--- src/rtl/lcdinit_pkg.sv ---
package lcdinit_pkg;

  // What follows a transfer: fixed long / short wait, or execution wait (busy poll or fixed)
  typedef enum logic [1:0] {W_LONG, W_SHORT, W_EXEC, W_CLR} post_e;

  typedef struct packed {
    logic [7:0] code;
    logic       single;   // one pulse even on the 4-bit bus
    post_e      post;
  } step_t;

  // Round a duration in ns up to whole clock cycles, at least one.
  function automatic longint ns_to_cyc(longint hz, longint ns);
    longint c;
    c = (ns * hz + 64'd999_999_999) / 64'd1_000_000_000;
    return (c < 1) ? 1 : c;
  endfunction

endpackage

--- src/rtl/lcdinit_timer.sv ---
module lcdinit_timer #(
  parameter int TW = 16
) (
  input  logic          clk,
  input  logic          rst_n,
  input  logic          load,
  input  logic [TW-1:0] val,
  output logic          zero
);
  logic [TW-1:0] cnt_q;

  always_ff @(posedge clk or negedge rst_n) begin
    if (!rst_n)          cnt_q <= '0;
    else if (load)       cnt_q <= val;
    else if (cnt_q != 0) cnt_q <= cnt_q - 1'b1;
  end

  assign zero = (cnt_q == 0);

  // once loaded, a wait never ends early
  a_r3_wait_counts_down: assert property (@(posedge clk) disable iff (!rst_n)
    (!load && cnt_q != 0) |=> (cnt_q == $past(cnt_q) - 1'b1));
endmodule

--- src/rtl/lcdinit_bus.sv ---
module lcdinit_bus #(
  parameter int T_SU = 1,
  parameter int T_EH = 1,
  parameter int T_EL = 1
) (
  input  logic       clk,
  input  logic       rst_n,
  input  logic       go,
  input  logic       go_rd,
  input  logic [7:0] go_data,
  output logic       xfer_done,
  output logic       bf_rd,
  output logic       lcd_rs,
  output logic       lcd_rw,
  output logic       lcd_e,
  output logic [7:0] lcd_db_o,
  input  logic       lcd_db7_i
);
  localparam int TMAX = (T_SU > T_EH) ? ((T_SU > T_EL) ? T_SU : T_EL)
                                      : ((T_EH > T_EL) ? T_EH : T_EL);
  localparam int CW = $clog2(TMAX + 1);

  typedef enum logic [1:0] {B_IDLE, B_SU, B_HI, B_LO} bst_e;
  bst_e          st_q;
  logic [CW-1:0] cnt_q;

  always_ff @(posedge clk or negedge rst_n) begin
    if (!rst_n) begin
      st_q <= B_IDLE; cnt_q <= '0; xfer_done <= 1'b0; bf_rd <= 1'b0;
      lcd_rs <= 1'b0; lcd_rw <= 1'b0; lcd_e <= 1'b0; lcd_db_o <= '0;
    end else begin
      xfer_done <= 1'b0;
      case (st_q)
        B_IDLE: if (go) begin
          lcd_rs   <= 1'b0;
          lcd_rw   <= go_rd;
          lcd_db_o <= go_rd ? 8'h00 : go_data;
          cnt_q    <= CW'(T_SU - 1);
          st_q     <= B_SU;
        end
        B_SU: if (cnt_q == 0) begin
          lcd_e <= 1'b1; cnt_q <= CW'(T_EH - 1); st_q <= B_HI;
        end else cnt_q <= cnt_q - 1'b1;
        B_HI: if (cnt_q == 0) begin
          lcd_e <= 1'b0; bf_rd <= lcd_db7_i; cnt_q <= CW'(T_EL - 1); st_q <= B_LO;
        end else cnt_q <= cnt_q - 1'b1;
        default: if (cnt_q == 0) begin
          xfer_done <= 1'b1; st_q <= B_IDLE;
        end else cnt_q <= cnt_q - 1'b1;
      endcase
    end
  end

  // checker state: length of the current high phase
  logic [15:0] hi_run_q;
  always_ff @(posedge clk or negedge rst_n) begin
    if (!rst_n)                     hi_run_q <= '0;
    else if (!lcd_e)                hi_run_q <= '0;
    else if (hi_run_q != 16'hFFFF)  hi_run_q <= hi_run_q + 1'b1;
  end

  a_r9_stable_while_high: assert property (@(posedge clk) disable iff (!rst_n)
    (lcd_e && $past(lcd_e)) |-> ($stable(lcd_rw) && $stable(lcd_rs) && $stable(lcd_db_o)));
  a_r9_min_high: assert property (@(posedge clk) disable iff (!rst_n)
    $fell(lcd_e) |-> (hi_run_q >= 16'(T_EH)));
endmodule

--- src/rtl/lcdinit_seq.sv ---
module lcdinit_seq
  import lcdinit_pkg::*;
#(
  parameter longint CLK_HZ     = 50_000_000,
  parameter bit     LOW_VOLT   = 1'b0,
  parameter bit     BUS4       = 1'b0,
  parameter bit     USE_BUSY   = 1'b1,
  parameter bit     TWO_LINE   = 1'b1,
  parameter bit     FONT_TALL  = 1'b0,
  parameter bit     AUTO_INC   = 1'b1,
  parameter bit     DISP_SHIFT = 1'b0
) (
  input  logic       clk,
  input  logic       rst_n,
  output logic       lcd_rs,
  output logic       lcd_rw,
  output logic       lcd_e,
  output logic [7:0] lcd_db_o,
  output logic       lcd_db_oe,
  input  logic       lcd_db7_i,
  output logic       done
);
  localparam longint T_PWR  = ns_to_cyc(CLK_HZ, LOW_VOLT ? 64'd40_000_000 : 64'd15_000_000);
  localparam longint T_41   = ns_to_cyc(CLK_HZ, 64'd4_100_000);
  localparam longint T_100  = ns_to_cyc(CLK_HZ, 64'd100_000);
  localparam longint T_EXEC = ns_to_cyc(CLK_HZ, 64'd50_000);
  localparam longint T_CLR  = ns_to_cyc(CLK_HZ, 64'd2_000_000);
  localparam int     T_SU   = int'(ns_to_cyc(CLK_HZ, 64'd195));
  localparam int     T_EH   = int'(ns_to_cyc(CLK_HZ, 64'd450));
  localparam int     T_EL   = int'(ns_to_cyc(CLK_HZ, 64'd550));
  localparam longint T_MAX  = (T_PWR > T_41) ? T_PWR : T_41;
  localparam int     TW     = $clog2(T_MAX + 1);
  localparam int     NSTEP  = BUS4 ? 8 : 7;
  localparam int     SW     = $clog2(NSTEP);

  // Instruction list for the chosen bus mode
  function automatic step_t step_at(logic [SW-1:0] idx);
    step_t s;
    int    k;
    s.code = 8'h00; s.single = 1'b0; s.post = W_EXEC;
    if (idx < 3) begin
      s.code   = 8'h30;
      s.single = 1'b1;
      s.post   = (idx == 0) ? W_LONG : (idx == 1) ? W_SHORT : W_EXEC;
    end else if (BUS4 && idx == 3) begin
      s.code = 8'h20; s.single = 1'b1;
    end else begin
      k = int'(idx) - (BUS4 ? 4 : 3);
      case (k)
        0:       s.code = {3'b001, !BUS4, TWO_LINE, FONT_TALL, 2'b00};
        1:       s.code = 8'h08;
        2:       begin s.code = 8'h01; s.post = W_CLR; end
        default: s.code = {5'b00000, 1'b1, AUTO_INC, DISP_SHIFT};
      endcase
    end
    return s;
  endfunction

  typedef enum logic [2:0] {S_BOOT, S_PWR, S_SEND, S_SEND_LO, S_POLL, S_POLL_LO, S_WAIT, S_DONE} st_e;
  st_e           st_q, st_d;
  logic [SW-1:0] step_q, step_d;
  logic          bf_q, bf_d, pend_q;
  logic          go, go_rd, xfer_done, bf_rd, tload, tzero;
  logic [7:0]    go_data;
  logic [TW-1:0] tval;
  step_t         cur;

  assign cur = step_at(step_q);

  always_comb begin
    logic do_post, do_adv, bf_now;
    st_d = st_q; step_d = step_q; bf_d = bf_q;
    tload = 1'b0; tval = '0; go = 1'b0; go_rd = 1'b0; go_data = 8'h00;
    do_post = 1'b0; do_adv = 1'b0; bf_now = 1'b0;
    case (st_q)
      S_BOOT: begin tload = 1'b1; tval = TW'(T_PWR); st_d = S_PWR; end
      S_PWR:  if (tzero) st_d = S_SEND;
      S_SEND, S_SEND_LO: begin
        go = !pend_q;
        if (st_q == S_SEND_LO) go_data = {cur.code[3:0], 4'h0};
        else                   go_data = BUS4 ? {cur.code[7:4], 4'h0} : cur.code;
        if (xfer_done) begin
          if (st_q == S_SEND && BUS4 && !cur.single) st_d = S_SEND_LO;
          else                                       do_post = 1'b1;
        end
      end
      S_POLL, S_POLL_LO: begin
        go = !pend_q; go_rd = 1'b1;
        if (xfer_done) begin
          if (st_q == S_POLL && BUS4) begin
            bf_d = bf_rd; st_d = S_POLL_LO;
          end else begin
            bf_now = (st_q == S_POLL) ? bf_rd : bf_q;
            if (bf_now) st_d = S_POLL;
            else        do_adv = 1'b1;
          end
        end
      end
      S_WAIT: if (tzero) do_adv = 1'b1;
      default: ;
    endcase
    if (do_post) begin
      case (cur.post)
        W_LONG:  tval = TW'(T_41);
        W_SHORT: tval = TW'(T_100);
        W_CLR:   tval = TW'(T_CLR);
        default: tval = TW'(T_EXEC);
      endcase
      if (cur.post == W_LONG || cur.post == W_SHORT || !USE_BUSY) begin
        tload = 1'b1; st_d = S_WAIT;
      end else st_d = S_POLL;
    end
    if (do_adv) begin
      if (step_q == SW'(NSTEP - 1)) st_d = S_DONE;
      else begin step_d = step_q + 1'b1; st_d = S_SEND; end
    end
  end

  always_ff @(posedge clk or negedge rst_n) begin
    if (!rst_n) begin
      st_q <= S_BOOT; step_q <= '0; bf_q <= 1'b0; pend_q <= 1'b0;
    end else begin
      st_q <= st_d; step_q <= step_d; bf_q <= bf_d;
      if (go)             pend_q <= 1'b1;
      else if (xfer_done) pend_q <= 1'b0;
    end
  end

  lcdinit_timer #(.TW(TW)) tmr_i (
    .clk(clk), .rst_n(rst_n), .load(tload), .val(tval), .zero(tzero)
  );

  lcdinit_bus #(.T_SU(T_SU), .T_EH(T_EH), .T_EL(T_EL)) bus_i (
    .clk(clk), .rst_n(rst_n), .go(go), .go_rd(go_rd), .go_data(go_data),
    .xfer_done(xfer_done), .bf_rd(bf_rd), .lcd_rs(lcd_rs), .lcd_rw(lcd_rw),
    .lcd_e(lcd_e), .lcd_db_o(lcd_db_o), .lcd_db7_i(lcd_db7_i)
  );

  assign lcd_db_oe = !lcd_rw;
  assign done      = (st_q == S_DONE);

  // ---- checker state ----
  logic [TW-1:0] up_q;
  logic [1:0]    wr_seen_q;
  logic          e_d_q;
  always_ff @(posedge clk or negedge rst_n) begin
    if (!rst_n) begin
      up_q <= '0; wr_seen_q <= '0; e_d_q <= 1'b0;
    end else begin
      e_d_q <= lcd_e;
      if (up_q < TW'(T_PWR)) up_q <= up_q + 1'b1;
      if (e_d_q && !lcd_e && !lcd_rw && wr_seen_q != 2'd3) wr_seen_q <= wr_seen_q + 1'b1;
    end
  end

  a_r2_quiet_after_power: assert property (@(posedge clk) disable iff (!rst_n)
    lcd_e |-> (up_q >= TW'(T_PWR)));
  a_r4_no_early_poll: assert property (@(posedge clk) disable iff (!rst_n)
    (lcd_e && lcd_rw) |-> (wr_seen_q == 2'd3));
  a_r10_done_holds: assert property (@(posedge clk) disable iff (!rst_n)
    done |=> done);
  a_r10_quiet_when_done: assert property (@(posedge clk) disable iff (!rst_n)
    done |-> !lcd_e);
  generate
    if (!USE_BUSY) begin : g_fixed
      a_r8_never_reads: assert property (@(posedge clk) disable iff (!rst_n)
        lcd_e |-> !lcd_rw);
    end
  endgenerate
endmodule

--- config.mk ---
export PLATFORM = sky130hd
export DESIGN_NAME = lcdinit_seq
export DESIGN_NICKNAME = d
export VERILOG_FILES = /design/src/rtl/lcdinit_pkg.sv /design/src/rtl/lcdinit_timer.sv /design/src/rtl/lcdinit_bus.sv /design/src/rtl/lcdinit_seq.sv
export SDC_FILE = /design/constraint.sdc
export NUM_CORES = 1
export LEC_CHECK = 0
export ABC_CLOCK_PERIOD_IN_PS = 5190
export BUFFER_PORTS_ARGS = -buffer_cell sky130_fd_sc_hd__buf_2
export CAP_MARGIN = 20
export CORE_MARGIN = 5
export CORE_UTILIZATION = 35
export CTS_CLUSTER_SIZE = 10
export DETAILED_ROUTE_END_ITERATION = 10
export MAX_ROUTING_LAYER = met4
export SYNTH_ARGS = -nofsm -noshare
export SYNTH_HDL_FRONTEND = slang
export SYNTH_SLANG_ARGS = --single-unit
--- constraint.sdc ---
create_clock -name clk -period 5.19 [get_ports clk]
set_input_delay 0.2595 -clock clk [delete_from_list [all_inputs] [get_ports clk]]
set_output_delay 0.2595 -clock clk [all_outputs]
set_load 0.005 [all_outputs]
# After elaboration in Yosys (flattened, before gate mapping)
# Cells that the tools add are included.
dict set report classes {
  addsub 4
  order_cmp 1
  eq_ne 22
  muxes 51
  bitwise 1
  n_reduce_logical 27
}
# operator n
set op_table {}
lappend op_table {{2-to-1 mux 20 bit} 4}
lappend op_table {{one-hot mux 18 bit (3 select lines)} 1}
lappend op_table {{== test 32 x 1 -> 1 bit (second input constant)} 1}
lappend op_table {{== test 32 x 2 -> 1 bit (second input constant)} 1}
lappend op_table {{logical NOT 32 bit} 1}
lappend op_table {{2-to-1 mux 8 bit} 3}
lappend op_table {{logical NOT 20 bit} 1}
lappend op_table {{2-to-1 mux 5 bit} 4}
lappend op_table {{nonzero test 20 bit} 1}
lappend op_table {{subtractor 20 x 1 -> 20 bit (second input constant)} 1}
lappend op_table {{2-to-1 mux 1 bit} 18}
lappend op_table {{2-to-1 mux 3 bit} 6}
lappend op_table {{one-hot mux 6 bit (3 select lines)} 1}
lappend op_table {{2-to-1 mux 2 bit} 8}
lappend op_table {{== test 3 bit (second input constant)} 5}
lappend op_table {{one-hot mux 5 bit (3 select lines)} 1}
lappend op_table {{one-hot mux 3 bit (3 select lines)} 1}
lappend op_table {{inequality test 4 x 3 -> 1 bit (second input constant)} 2}
lappend op_table {{inequality test 4 bit (second input constant)} 2}
lappend op_table {{AND reduction 2 bit} 4}
lappend op_table {{AND reduction 4 bit} 2}
lappend op_table {{nonzero test 2 bit} 4}
lappend op_table {{== test 3 x 1 -> 1 bit (second input constant)} 2}
lappend op_table {{== test 3 x 2 -> 1 bit (second input constant)} 2}
lappend op_table {{21 further kinds} 30}
dict set report word_totals {
  register_bits 46
  input_bits 3
  output_inout_bits 13
  elab_cells 117
}

# Logic depth before layout (Yosys ltp)
dict set report logic_depth {
  depth_word 9
  depth_mapped 13
  mapped_depth_nobuf 13
}

# Hierarchy
# Synthesis repeated with hierarchy kept, for this count alone.
dict set report unflattened {
  cells_unflattened 361
  hier_area_um2 3166.8
}
# module n_inst cells_per_inst area_per_inst_um2 seq_area_each_um2
set by_module_without_submodules {}
lappend by_module_without_submodules {lcdinit_timer 1 127 1184.9 500.5}
lappend by_module_without_submodules {lcdinit_bus 1 125 1143.6 475.5}
lappend by_module_without_submodules {lcdinit_seq 1 109 838.3 175.2}

# Worst setup path before layout
# No wires, ideal clock.
dict set report synth_timing {
  path_type {register -> register}
  startpoint {register step_q[0]}
  endpoint {register tmr_i.cnt_q[14]}
  setup_ns 0.121
  t_arrival_ns 2.672
  slack_ns 2.397
  stages_incl_launch_ff 14
  path_buffers 0
  synth_period_minus_slack_ns 2.793
  path_cell_list {dfrtp_1 > ha_1 > inv_1 > ha_1 > nand2b_1 > nor2_1 > o21ai_0 > inv_1 > ha_1 > o211ai_1 > a21oi_2 > nor3_2 > nor2_1 > o22a_1}
}
dict set report synth_via {
  elab_chain_cells 9
}
# element line_no
set synth_lines {}
lappend synth_lines {{from (decl)} lcdinit_seq.sv:61} ;# logic [SW-1:0] step_q, step_d;
lappend synth_lines {{from (signal assigned)} lcdinit_seq.sv:121} ;# st_q <= S_BOOT; step_q <= '0; bf_q <= 1'b0; pend_q <= 1'b0;
lappend synth_lines {{from (signal assigned)} lcdinit_seq.sv:123} ;# st_q <= st_d; step_q <= step_d; bf_q <= bf_d;
lappend synth_lines {{subtractor 3 x 2 -> 4 bit / == test 3 x 1 -> 1 bit (equally long branches)} {lcdinit_seq.sv:48, lcdinit_seq.sv:44}}
lappend synth_lines {{== test 32 x 2 -> 1 bit / 2-to-1 mux 2 bit (equally long branches)} {lcdinit_seq.sv:49, lcdinit_seq.sv:44}}
lappend synth_lines {{2-to-1 mux 1 bit / 2-to-1 mux 2 bit (equally long branches)} {lcdinit_seq.sv:49, lcdinit_seq.sv:44}}
lappend synth_lines {{2-to-1 mux 2 bit *} lcdinit_seq.sv:41} ;# if (idx < 3) begin
lappend synth_lines {{== test 2 x 1 -> 1 bit / logical NOT 2 bit (equally long branches)} lcdinit_seq.sv:109} ;# if (cur.post == W_LONG || cur.post == W_SHORT || !USE_BUSY) begin
lappend synth_lines {{logical OR 1 bit *} lcdinit_seq.sv:109}
lappend synth_lines {{2-to-1 mux 1 bit *} lcdinit_seq.sv:109}
lappend synth_lines {{2-to-1 mux 1 bit *} lcdinit_seq.sv:102} ;# if (do_post) begin
lappend synth_lines {{2-to-1 mux 20 bit / nonzero test 2 bit (equally long branches)} --}
lappend synth_lines {{to (signal assigned)} lcdinit_timer.sv:14} ;# else if (load) cnt_q <= val;
lappend synth_lines {{to (signal assigned)} lcdinit_timer.sv:15} ;# else if (cnt_q != 0) cnt_q <= cnt_q - 1'b1;
lappend synth_lines {{to (decl)} lcdinit_timer.sv:10} ;# logic [TW-1:0] cnt_q;
# Every way passes the cells marked *; elsewhere a longest branch is shown, timed or not.
# A chain may end at the register's enable or synchronous reset.

# Final worst setup path
# Ends and elaborated chain as after synthesis.

==> flow_summary.ini <==
[status]
outcome = finished clean

[critical_path]
r2r_slack_ps = 1930
crit_fanout = 9
r2r_start = step_q[0]
cp-end-kind = flop
required_ps = 5380
arrival_ps = 3450
critical_path.startpoint_type = flop
reg2regPathDepth = 13
worstReg2RegEnd = tmr_i.cnt_q[14]
worstSetupPathType = reg2reg

[cts]
clock-sinks = 45
cts_setup_buffers = 0
ctsResizeCount = 0
clock_path_buffers = 2
root_buffer = clkbuf_8
cts_tree = done
htree_num_levels = 2
cts_buffers = 5
ctsHoldBuffers = 0
path_clk_slew_ps = 90
clkLatencyLatePin_ps = 300

[pwr]
p_total_w = 0.000639
combPwrFrac = 0.018
swShare = 0.200
powerDensity_nw_per_um2 = 203
cell_internal_pwr_w = 0.000511
p_clk_frac = 0.433
netSwitchingPower_w = 0.000128
p_seq_frac = 0.549
peakVddDrop_mv = 0.171
power_leakage_nw = 1.33

[place]
port_buffers = 14
dp_worst_setup_slack_ps = 1960
dpl_cell_area_um2 = 3000
gp_congestion = 0.876
dp_hpwl_um = 4730

[min_path]
hold_path.startpoint = lcd_db7_i
hold_depth = 2
hold_end = bus_i.bf_rd
min_path_type = in2reg

[timing]
finalMaxSlewViolations = 0
tightest_slew_ps = 770
holdWs_ps = 198
rsz0062_at_grt = no
clock_skew_ps = 7.32
fin_setup_tns_ps = 0
hold_violations = 0
timing.final.ws_setup_ps = 1930
timing.fmax_mhz = 306
period_needed_ps = 3260
setup_viol = 0
slew-limit-headroom = 0.474
post-route-period-util = 0.629

[die]
start_util = 0.353
die_y_um = 100
std_cell_rows = 33
die_x_um = 100
ios = 16
dieArea_um2 = 10100
core_um2 = 8090

[logic_synthesis]
ys.flop_type = dfrtp_1
synthCells = 318
synth_area_um2 = 2860
yosysUniqueCellTypes = 63
synth_area_per_cell_um2 = 8.98
synth-seq-area-share = 0.394
synth_seq_cells = 45
ys_warn_count = 0
synth.net_count = 340
synth_edf_count = 0
synth-async-reset-ratio = 1.00

[global_route]
grt_max_degree = 46
grt_antenna_before_repair = 0
grt_util_met1 = 0.175
grt_pass1_vias = 2368
grt_most_used_layer = met2
grt_util_met3 = 0.0285
grt_use_met2 = 0.238
grt_overflow = 0
grt_pass1_wl_um = 11200
track_usage = 0.141

[drt]
vias = 2311
wire_per_inst_um = 14.9
avgViaCountPerCell = 5.31
first_iter_violations = 70
drt-total-wl_um = 6470
remaining_drc_errors = 0
dr.pass1.iters = 4
antenna_left = 0

[finish]
fillers = 837
seq_area_um2 = 1130
drive_above_1_share = 0.118
multi_input_area_um2 = 1600
area_growth_pct = 10.5
fin_nets = 351
fin_area_um2 = 3160
antenna_cells = 0

[job]
cap_violations = 0
metal layers:
metal  part of all wire  up-vias
li1                   -     1149
met1               0.46     1122
met2               0.51       36
met3              0.028        4
met4             0.0059        0
met5                  0        -
area by class of cell:
type / instances / share of cell area
multi-input combinational: 241 / 0.506
tap: 105 / 0.0416
sequential: 45 / 0.357
inverter: 19 / 0.0226
clock buffer: 7 / 0.0274
timing repair buffer: 17 / 0.0365
clock inverter: 1 / 0.00952
power groups by stage:
stage	clock (W)	sequential (W)	combinational (W)
6_report	0.000277	0.000351	0.0000114
5_1_grt	0.000304	0.000351	0.0000131
4_1_cts	0.000286	0.000351	0.00000882
3_5_place_dp	0	0.000358	0.00000885
3_3_place_gp	0	0.000358	0.00000877
2_1_floorplan	0	0.000358	0.00000114
how the worst max path moves through the flow:
stage                      endpoint      start  depth (start not counted)  slack (ps)
floorplan           tmr_i.cnt_q[14]  step_q[0]                         13        2400
global placement    tmr_i.cnt_q[14]  step_q[0]                         13        2150
detailed placement  tmr_i.cnt_q[14]  step_q[0]                         13        1960
CTS                 tmr_i.cnt_q[14]  step_q[0]                         13        1940
global route        tmr_i.cnt_q[14]  step_q[0]                         13        1640
finish              tmr_i.cnt_q[14]  step_q[0]                         13        1930
cells in the mapped netlist, drive strengths merged (3+ instances only):
master | count | share of area
nand3 | 6 | 0.011
or3 | 7 | 0.017
xor2 | 6 | 0.018
ha | 19 | 0.083
nor2 | 28 | 0.037
nor4 | 4 | 0.0088
buf | 4 | 0.0096
a31oi | 4 | 0.0088
clkbuf | 9 | 0.012
o31ai | 3 | 0.0079
dfrtp | 45 | 0.39
nand2b | 7 | 0.015
nand2 | 29 | 0.038
a211oi | 4 | 0.012
nor3b | 4 | 0.012
o21ai | 22 | 0.039
a21oi | 26 | 0.047
o211ai | 3 | 0.0079
mux2 | 4 | 0.016
xnor2 | 10 | 0.031
a21o | 3 | 0.0079
nor3 | 9 | 0.018
inv | 19 | 0.025
nor2b | 4 | 0.0088
layout by cell type (no fill, tap or decap), drive strengths merged, types with 2 or more instances in the layout:
master,netlist,layout
o311a,2,2
nand2,29,29
a21oi,26,26
nor3,9,9
nor3b,4,4
nor2,28,28
clkbuf,9,7
or2,2,2
dfrtp,45,45
and3,2,2
a211oi,4,4
o211ai,3,3
nor4b,2,2
a31o,2,2
nand2b,7,7
o32ai,2,2
and2,2,2
a21o,3,3
nor4,4,4
or3,7,7
o31ai,3,3
nor2b,4,4
ha,19,19
xnor2,10,10
o22ai,2,2
buf,4,16
a31oi,4,4
nand3,6,6
xor2,6,6
inv,19,19
mux2,4,4
a22oi,2,2
o21ai,22,22
cell families (layout without fill, tap and decap cells):
family          after synthesis  count (layout)  share of synthesized area
compound gates               87              87                      0.200
flops                        45              45                      0.394
other cells                   1               1                    0.00131
fa+ha+maj                    19              19                     0.0833
buf+inv                      32              44                     0.0469
simple gates                113             113                      0.206
mux                           5               5                     0.0193
xor+xnor                     16              16                     0.0491
through the flow:
stage | instances | util
final | 435 | 0.390
after global routing | 435 | 0.390
after CTS | 433 | 0.385
after detailed placement | 425 | 0.371
after global placement | 425 | 0.371
after floorplan | 318 | -
critical path: stages (launching register included):
cell and delay (ps):
dfrtp_1 460, ha_1 180, inv_1 40, ha_1 300, nand2b_1 100, nor2_1 50, o21ai_0 440, inv_1 170
ha_1 230, o211ai_1 250, a21oi_2 190, nor3_2 470, nor2_1 100, o22a_1 190
sequential cells by signal, summed over array words and instances, names as in the netlist:
name	flops
bus_i.st_q	2
tmr_i.cnt_q	20
bus_i.cnt_q	5
bus_i.bf_rd	1
bus_i.lcd_e	1
step_q	3
st_q	3
bus_i.xfer_done	1
bus_i.lcd_rw	1
bus_i.lcd_db_o	7
pend_q	1
No activity file was read; power rests on OpenSTA's default activity.
